File: src/rtl/bwg_pkg.sv
package bwg_pkg;

  // Bus cycle classification made at cycle start
  typedef enum logic [1:0] {
    CYC_NONE = 2'd0,
    CYC_MEM  = 2'd1,
    CYC_IO   = 2'd2,
    CYC_RFSH = 2'd3
  } cyc_kind_e;

endpackage

File: src/rtl/bwg_cycle_detect.sv
module bwg_cycle_detect
  import bwg_pkg::*;
(
  input  logic      clk,
  input  logic      rst_n,
  input  logic      mem_req,
  input  logic      io_req,
  input  logic      refresh,
  output logic      start,
  output cyc_kind_e kind
);

  logic active;
  logic active_q;
  logic active_d;

  assign active = mem_req | io_req;

  // A cycle starts when a strobe appears after an idle edge
  assign start = active & ~active_q;

  always_comb begin
    if (mem_req && refresh)      kind = CYC_RFSH;
    else if (mem_req)            kind = CYC_MEM;
    else if (io_req)             kind = CYC_IO;
    else                         kind = CYC_NONE;
  end

  always_comb begin
    active_d = active;
  end

  always_ff @(posedge clk or negedge rst_n) begin
    if (!rst_n) active_q <= 1'b0;
    else        active_q <= active_d;
  end

  AST_SINGLE_START: assert property (@(posedge clk) disable iff (!rst_n)
    start |=> !start);

endmodule

File: src/rtl/bwg_wait_select.sv
module bwg_wait_select
  import bwg_pkg::*;
#(
  parameter int CNT_W  = 2,
  parameter int NUM_CS = 2
) (
  input  cyc_kind_e                  kind,
  input  logic [CNT_W-1:0]           mem_cnt,
  input  logic [CNT_W-1:0]           io_cnt,
  input  logic [NUM_CS-1:0]          cs_sel,
  input  logic [NUM_CS*CNT_W-1:0]    cs_wait,
  output logic [CNT_W-1:0]           sel_cnt
);

  // Running maximum over the programmed memory count and selected sources
  logic [CNT_W-1:0] max_chain [NUM_CS+1];

  assign max_chain[0] = mem_cnt;

  for (genvar g = 0; g < NUM_CS; g++) begin : g_cs_max
    logic [CNT_W-1:0] src;
    assign src = cs_wait[g*CNT_W +: CNT_W];
    assign max_chain[g+1] = (cs_sel[g] && (src > max_chain[g])) ? src : max_chain[g];
  end

  always_comb begin
    case (kind)
      CYC_MEM: sel_cnt = max_chain[NUM_CS];
      CYC_IO:  sel_cnt = io_cnt;
      default: sel_cnt = '0;
    endcase
  end

endmodule

File: src/rtl/bwg_wait_counter.sv
module bwg_wait_counter #(
  parameter int CNT_W = 2
) (
  input  logic             clk,
  input  logic             rst_n,
  input  logic             load,
  input  logic [CNT_W-1:0] load_val,
  output logic [CNT_W-1:0] cnt
);

  logic [CNT_W-1:0] cnt_q;
  logic [CNT_W-1:0] cnt_d;
  logic             cnt_en;

  assign cnt_en = load | (cnt_q != '0);

  always_comb begin
    if (load) cnt_d = load_val;
    else      cnt_d = cnt_q - 1'b1;
  end

  always_ff @(posedge clk or negedge rst_n) begin
    if (!rst_n)      cnt_q <= '0;
    else if (cnt_en) cnt_q <= cnt_d;
  end

  assign cnt = cnt_q;

  AST_COUNT_DOWN: assert property (@(posedge clk) disable iff (!rst_n)
    (!load && cnt_q != '0) |=> (cnt_q == CNT_W'($past(cnt_q) - 1'b1)));

  AST_NO_WRAP: assert property (@(posedge clk) disable iff (!rst_n)
    (!load && cnt_q == '0) |=> (cnt_q == '0));

endmodule

File: src/rtl/bus_wait_gen.sv
module bus_wait_gen
  import bwg_pkg::*;
#(
  parameter int CNT_W  = 2,
  parameter int NUM_CS = 2
) (
  input  logic                    clk,
  input  logic                    rst_n,
  input  logic                    cfg_we,
  input  logic [2*CNT_W-1:0]      cfg_wdata,
  input  logic                    mem_req,
  input  logic                    io_req,
  input  logic                    refresh,
  input  logic [NUM_CS-1:0]       cs_sel,
  input  logic [NUM_CS*CNT_W-1:0] cs_wait,
  input  logic                    ext_wait,
  output logic                    bus_ready
);

  localparam logic [CNT_W-1:0] CNT_MAX = {CNT_W{1'b1}};

  // Reset: asserted asynchronously, released on a clock edge
  logic rst_meta_q;
  logic rst_sync_n;

  always_ff @(posedge clk or negedge rst_n) begin
    if (!rst_n) begin
      rst_meta_q <= 1'b0;
      rst_sync_n <= 1'b0;
    end else begin
      rst_meta_q <= 1'b1;
      rst_sync_n <= rst_meta_q;
    end
  end

  // Control register: memory count low field, I/O count high field
  logic [CNT_W-1:0] mem_wait_q, mem_wait_d;
  logic [CNT_W-1:0] io_wait_q,  io_wait_d;

  always_comb begin
    mem_wait_d = cfg_wdata[CNT_W-1:0];
    io_wait_d  = cfg_wdata[2*CNT_W-1:CNT_W];
  end

  always_ff @(posedge clk or negedge rst_sync_n) begin
    if (!rst_sync_n) begin
      mem_wait_q <= CNT_MAX;
      io_wait_q  <= CNT_MAX;
    end else if (cfg_we) begin
      mem_wait_q <= mem_wait_d;
      io_wait_q  <= io_wait_d;
    end
  end

  logic             cyc_start;
  cyc_kind_e        cyc_kind;
  logic [CNT_W-1:0] sel_cnt;
  logic [CNT_W-1:0] wait_cnt;

  bwg_cycle_detect u_detect (
    .clk     (clk),
    .rst_n   (rst_sync_n),
    .mem_req (mem_req),
    .io_req  (io_req),
    .refresh (refresh),
    .start   (cyc_start),
    .kind    (cyc_kind)
  );

  bwg_wait_select #(
    .CNT_W  (CNT_W),
    .NUM_CS (NUM_CS)
  ) u_select (
    .kind    (cyc_kind),
    .mem_cnt (mem_wait_q),
    .io_cnt  (io_wait_q),
    .cs_sel  (cs_sel),
    .cs_wait (cs_wait),
    .sel_cnt (sel_cnt)
  );

  bwg_wait_counter #(
    .CNT_W (CNT_W)
  ) u_counter (
    .clk      (clk),
    .rst_n    (rst_sync_n),
    .load     (cyc_start),
    .load_val (sel_cnt),
    .cnt      (wait_cnt)
  );

  // External wait extends the cycle once programmed waits run out
  assign bus_ready = (wait_cnt == '0) & ~ext_wait;

  AST_WAIT_HOLDS_READY: assert property (@(posedge clk) disable iff (!rst_sync_n)
    (wait_cnt != '0) |-> !bus_ready);

  AST_EXT_BLOCKS_READY: assert property (@(posedge clk) disable iff (!rst_sync_n)
    ext_wait |-> !bus_ready);

  AST_RFSH_NO_WAIT: assert property (@(posedge clk) disable iff (!rst_sync_n)
    (cyc_start && mem_req && refresh) |=> (wait_cnt == '0));

  AST_MEM_AT_LEAST_PROG: assert property (@(posedge clk) disable iff (!rst_sync_n)
    (cyc_start && mem_req && !refresh) |=> (wait_cnt >= $past(mem_wait_q)));

  AST_IO_USES_IO_FIELD: assert property (@(posedge clk) disable iff (!rst_sync_n)
    (cyc_start && io_req && !mem_req) |=> (wait_cnt == $past(io_wait_q)));

endmodule

File: config.mk
export PLATFORM = sky130hd
export DESIGN_NAME = bus_wait_gen
export DESIGN_NICKNAME = d
export VERILOG_FILES = /design/src/rtl/bwg_pkg.sv /design/src/rtl/bwg_cycle_detect.sv /design/src/rtl/bwg_wait_select.sv /design/src/rtl/bwg_wait_counter.sv /design/src/rtl/bus_wait_gen.sv
export SDC_FILE = /design/constraint.sdc
export NUM_CORES = 1
export LEC_CHECK = 0
export BUFFER_PORTS_ARGS = -buffer_cell sky130_fd_sc_hd__buf_4
export CORE_MARGIN = 10
export CORE_UTILIZATION = 35
export CTS_BUF_LIST = sky130_fd_sc_hd__clkbuf_16
export CTS_CLUSTER_DIAMETER = 100
export DETAILED_ROUTE_END_ITERATION = 8
export GPL_TIMING_DRIVEN = 0
export SETUP_SLACK_MARGIN = 0.3
export SYNTH_ARGS = -nofsm -noshare
export SYNTH_HDL_FRONTEND = slang
export SYNTH_SLANG_ARGS = --single-unit
File: constraint.sdc
create_clock -name clk -period 1.56 [get_ports clk]
set_input_delay 0.312 -clock clk [delete_from_list [all_inputs] [get_ports clk]]
set_output_delay 0.312 -clock clk [all_outputs]
set_load 0.02 [all_outputs]
* After elaboration in Yosys (flattened, before gate mapping)
Cells that the tools add are included.
** Storage, ports and cells
- Flip-flop bits (word level) :: 9
- Input bits :: 17
- Output and inout bits :: 1
- Logic and storage cells :: 29
** Cells by class
- Add/sub/neg operators :: 1
- $lt $le $gt $ge :: 2
- Eq/ne operators :: 2
- Muxes and demuxes :: 7
- Bitwise gates (word level) :: 6
- Reduce and logical (&&, ||, !) cells :: 5
** Operators by type and width (number)
- 2-to-1 mux 2 bit :: 6
- greater-than comparator 2 bit :: 2
- one-hot mux 2 bit (2 select lines) :: 1
- logical AND 1 bit :: 3
- AND 1 bit :: 2
- equality test 2 x 1 -> 1 bit (second input constant) :: 1
- equality test 2 bit (second input constant) :: 1
- zero test 2 bit :: 1
- inverter 1 bit :: 2
- OR 1 bit :: 2
- nonzero test 2 bit :: 1
- subtractor 2 x 1 -> 2 bit (second input constant) :: 1

* Longest topological paths before layout
- Depth after elaboration :: 8
- Mapped depth :: 11
- Mapped depth without buffers :: 11

* Modules after synthesis
Synthesis repeated with hierarchy kept, for this count alone.
** Unflattened totals
- Cells, all modules :: 61
- Area, all modules :: 623.1 um^2
** By module, submodules not included
- bwg_wait_select :: times used 1, cells an instance 32, area an instance 240.2 um^2, sequential area each 0.0 um^2
- bus_wait_gen :: times used 1, cells an instance 12, area an instance 209.0 um^2, sequential area each 155.1 um^2
- bwg_wait_counter :: times used 1, cells an instance 12, area an instance 113.9 um^2, sequential area each 50.0 um^2
- bwg_cycle_detect :: times used 1, cells an instance 5, area an instance 60.1 um^2, sequential area each 25.0 um^2

* Least setup slack after synthesis
OpenSTA, ideal clock, no wires.
- Path kind :: register to register
- Start :: register mem_wait_q[1]
- End :: register u_counter.cnt_q[1] (netlist: u_counter.cnt[1])
- Setup time :: 0.130 ns
- Data arrival time :: 2.262 ns
- Data required time :: 1.430 ns
- Path slack :: -0.832 ns
- Cell stages (with the launch flop) :: 11
- Path buffers :: 0
- Period minus slack after synthesis :: 2.392 ns
- Path through :: dfstp_2 > inv_1 > ha_1 > nor2b_4 > or2_4 > a22oi_1 > ha_1 > nor2b_1 > o211a_1 > a221oi_2 > o211ai_2
** On the way
- Cells in the longest elaborated chain, start to end :: 8
** Ends and longest elaborated chain
- start, declared :: line bus_wait_gen.sv:37 : logic [CNT_W-1:0] mem_wait_q, mem_wait_d;
- start signal, assigned :: line bus_wait_gen.sv:50 : mem_wait_q <= mem_wait_d;
- greater-than comparator 2 bit :: line bwg_wait_select.sv:23 : assign max_chain[g+1] = (cs_sel[g] && (src > max_chain[g])) ? src : max_chain[g];
- logical AND 1 bit :: line bwg_wait_select.sv:23
- 2-to-1 mux 2 bit (*) :: line bwg_wait_select.sv:23
- greater-than comparator 2 bit :: line bwg_wait_select.sv:23
- logical AND 1 bit :: line bwg_wait_select.sv:23
- 2-to-1 mux 2 bit (*) :: line bwg_wait_select.sv:23
- one-hot mux 2 bit (2 select lines) (*) :: line bwg_wait_select.sv:27 : case (kind)
- 2-to-1 mux 2 bit (*) :: line bwg_wait_counter.sv:18 : if (load) cnt_d = load_val;
- end signal, assigned :: line bwg_wait_counter.sv:24 : else if (cnt_en) cnt_q <= cnt_d;
- end, declared :: line bwg_wait_counter.sv:11 : logic [CNT_W-1:0] cnt_q;
Every way passes the cells marked *; elsewhere a longest branch is shown, timed or not.
A chain may end at the register's enable or synchronous reset.

* Worst setup path after layout
Same ends and word-level chain as after synthesis.

==> run metrics <==
status finished with violations; failing checks negative setup slack; GRT Total Usage 0.09000; Die Wd between 60 and 70 um; total core area roughly 0.0017 mm2; layout cells sized above 1 0.5824; post-DR vias/cell ~5.0; combinational power share 0.428; Synth cell types 26; Root Driver clkbuf_16; largest net degree at the start of global routing 8; CP arrival about 2500 ps; initial antenna violation count 0; Clock power frac 0.333; Num CTS Buffers 3; endpoint class of the critical path register; IO Port Bufs 17; Leak Pwr 0.0004649 uW; switching part of the total 0.2871; Synthesized Nets slightly above 80; H-tree level count 1; CP bufs+invs 1; ANT nets after route 0; final worst slack -822.6 ps; Initial Util 0.3615; CTS tree done; area grow syn2layout 59.43%; fin. max-slew vios 0; Crit path max-delay family compound AO/OA/AOI/OAI gates; crit-path cells inv_2, ha_4, nor2b_4, or2_4, a22oi_2, ha_1, nor2b_4, o211a_1, a221oi_2, o211ai_2; I/O pin cnt 18; Crit-path slowest cell dfstp_2; Seq/Total Area, Yosys 0.3770; Reg power frac 0.238; Synth Instances 61; CTS max path bufs 2; ANT cells 0; FF-to-FF Start mem_wait_q[1]; CP required between 1500 and 2000 ps; drt total wl about 1.4 mm; P_sw around 380 uW; Peak VDD IR 988.6 uV; Tmin final around 2400 ps; Worst Path Max Fanout 2; fmax around 0.42 GHz; detailed placer's ending HPWL 1.068 mm; final routed DRC violation total 0; worst min-delay path class register to asynchronous set/reset pin; RSZ-0062 raised after global routing yes; Pre-Repair DR Iteration Count 4; clk_lat worst skew roughly 230 ps; Routed WL per cell 12.81 um; most frequent cells in the layout buf_4, nand2_1, dfrtp_1, inv_1, dfstp_2; internal power between 900 and 1000 uW; GP Congestion roughly 0.69; global-route wire length before repair about 2.4 mm; die area ~0.0038 mm2; CP Launch Type register; Mean Syn Cell Area approximately 10 um2; via count roughly 540; skew final 0.6848 ps; Rows 15; Num Clock Sinks 9; Fin Setup TNS -1582 ps; CP startpoint mem_wait_q[1]; Final Hold Fails 0; Final setup viols 2; Final Power approximately 1300 uW; Crit path top cell by count nor2b_4; Die H slightly above 60 um; drt initial violations 7; most common cell after layout, fill and taps aside buf_4; post-synthesis register bit count 9; crit path kind register to register; crit share post-route 1.527; Synth warnings 0; total gr overflow 0; vias in the first global route between 500 and 600; Largest stage delay, worst path roughly 530 ps; post-layout util 0.5763; Netlist Area Pre-Place roughly 610 um2; clock transition time at the flip-flop clock pins of the worst setup and hold paths 40 ps; max-cap viol count 0; areal power density over the cells between 1000 and 1500 mW/mm2; layout net count 114
-- registers in the layout, indices dropped and copies added (netlist names) --
register,cells
rst_sync_n,1
io_wait_q,2
u_detect.active_q,1
u_counter.cnt,2
rst_meta_q,1
mem_wait_q,2
-- metrics by stage --
step	instance area [um2]	instances	setup WS [ps]	hold WS, ps
floorplan	646.9	61	-770.3	16.41
global placement	795.8	95	-892.1	95.08
detailed placement	795.8	95	-875.5	95.00
CTS	955.9	106	-822.9	126.3
global route	973.4	108	-930.4	136.4
finish	973.4	108	-822.6	110.2
-- power groups by stage --
| stage | Combinational, uW | Sequential (uW) | Clock (uW) |
|---|---|---|---|
| 5_1_grt | 630 | 321 | 481 |
| 3_5_place_dp | 436 | 320 | 0 |
| 6_report | 568 | 316 | 442 |
| 2_1_floorplan | 338 | 313 | 0 |
| 4_1_cts | 548 | 317 | 455 |
| 3_3_place_gp | 426 | 320 | 0 |
-- cell usage after synthesis --
cell / number / area share
a21oi_1: 2 / 0.016
a221oi_2: 2 / 0.049
a22oi_1: 1 / 0.012
and3_1: 2 / 0.020
conb_1: 1 / 0.0061
dfrtp_1: 5 / 0.20
dfstp_2: 4 / 0.17
ha_1: 5 / 0.10
inv_1: 6 / 0.037
mux2_2: 3 / 0.055
nand2_1: 9 / 0.055
nand2b_1: 1 / 0.010
nor2_1: 1 / 0.0061
nor2b_1: 2 / 0.020
nor2b_4: 1 / 0.023
nor4bb_1: 1 / 0.016
o2111ai_1: 2 / 0.029
o211a_1: 1 / 0.016
o211ai_1: 1 / 0.012
o211ai_2: 2 / 0.041
o21ai_0: 3 / 0.025
o21ai_1: 1 / 0.0082
o21bai_1: 1 / 0.012
or2_2: 2 / 0.020
or2_4: 1 / 0.014
xnor2_1: 1 / 0.014
-- layer usage --
metal	vias to the layer above	global-route usage	routed length [um]
met1	244	0.1051	617
met2	14	0.1318	642
met4	0	0.06688	45
met3	5	0.03252	78
met5	-	0	0
li1	278	-	-
-- final timing paths --
| kind | slack, ps | depth (start not counted) | end |
|---|---|---|---|
| max | -820 | 10 | u_counter.cnt[1] |
| min | 110 | 0 | u_counter.cnt[1] |
| max reg2reg | -820 | 10 | u_counter.cnt[1] |
| min reg2reg | 110 | 0 | u_counter.cnt[1] |
| max in group asynchronous | 1050 | 2 | rst_sync_n |
| min in group clk | 270 | 2 | mem_wait_q[1] |
-- worst register-to-register path: stages (launching register included) --
cell	delay, ps
dfstp_2	530
inv_2	50
ha_4	210
nor2b_4	130
or2_4	230
a22oi_2	160
ha_1	270
nor2b_4	130
o211a_1	250
a221oi_2	210
o211ai_2	90
-- cell families (layout without fill, tap and decap cells) --
logic type	Yosys count	count (layout)	share of synthesized area
other	1	1	0.006142
buffers and inverters	6	36	0.03688
AND/OR/NAND/NOR	20	20	0.1865
adder cells (fa/ha/maj)	5	5	0.1025
XOR/XNOR	1	1	0.01435
multiplexers	3	3	0.05532
flip-flops	9	9	0.3770
AO/OA/AOI/OAI	16	16	0.2213
-- timing repair --
action                                  in CTS  in global routing
endpoints found under the setup margin       3                  3
setup buffers                                6                  2
gates resized for setup                      7                  1
hold buffers                                 1                  0
pin swaps                                    8                  4
endpoints found under the hold margin        2                  0
-- cell type report --
class,count,area (um2)
fill,151,715.7
multi-input combinational,46,419.2
sequential,9,230.2
timing repair buffer,26,201.4
clock buffer,3,75.07
inverter,6,22.52
tap,17,21.27
clock inverter,1,3.754
Note: power is estimated with default switching activity, not from simulation.
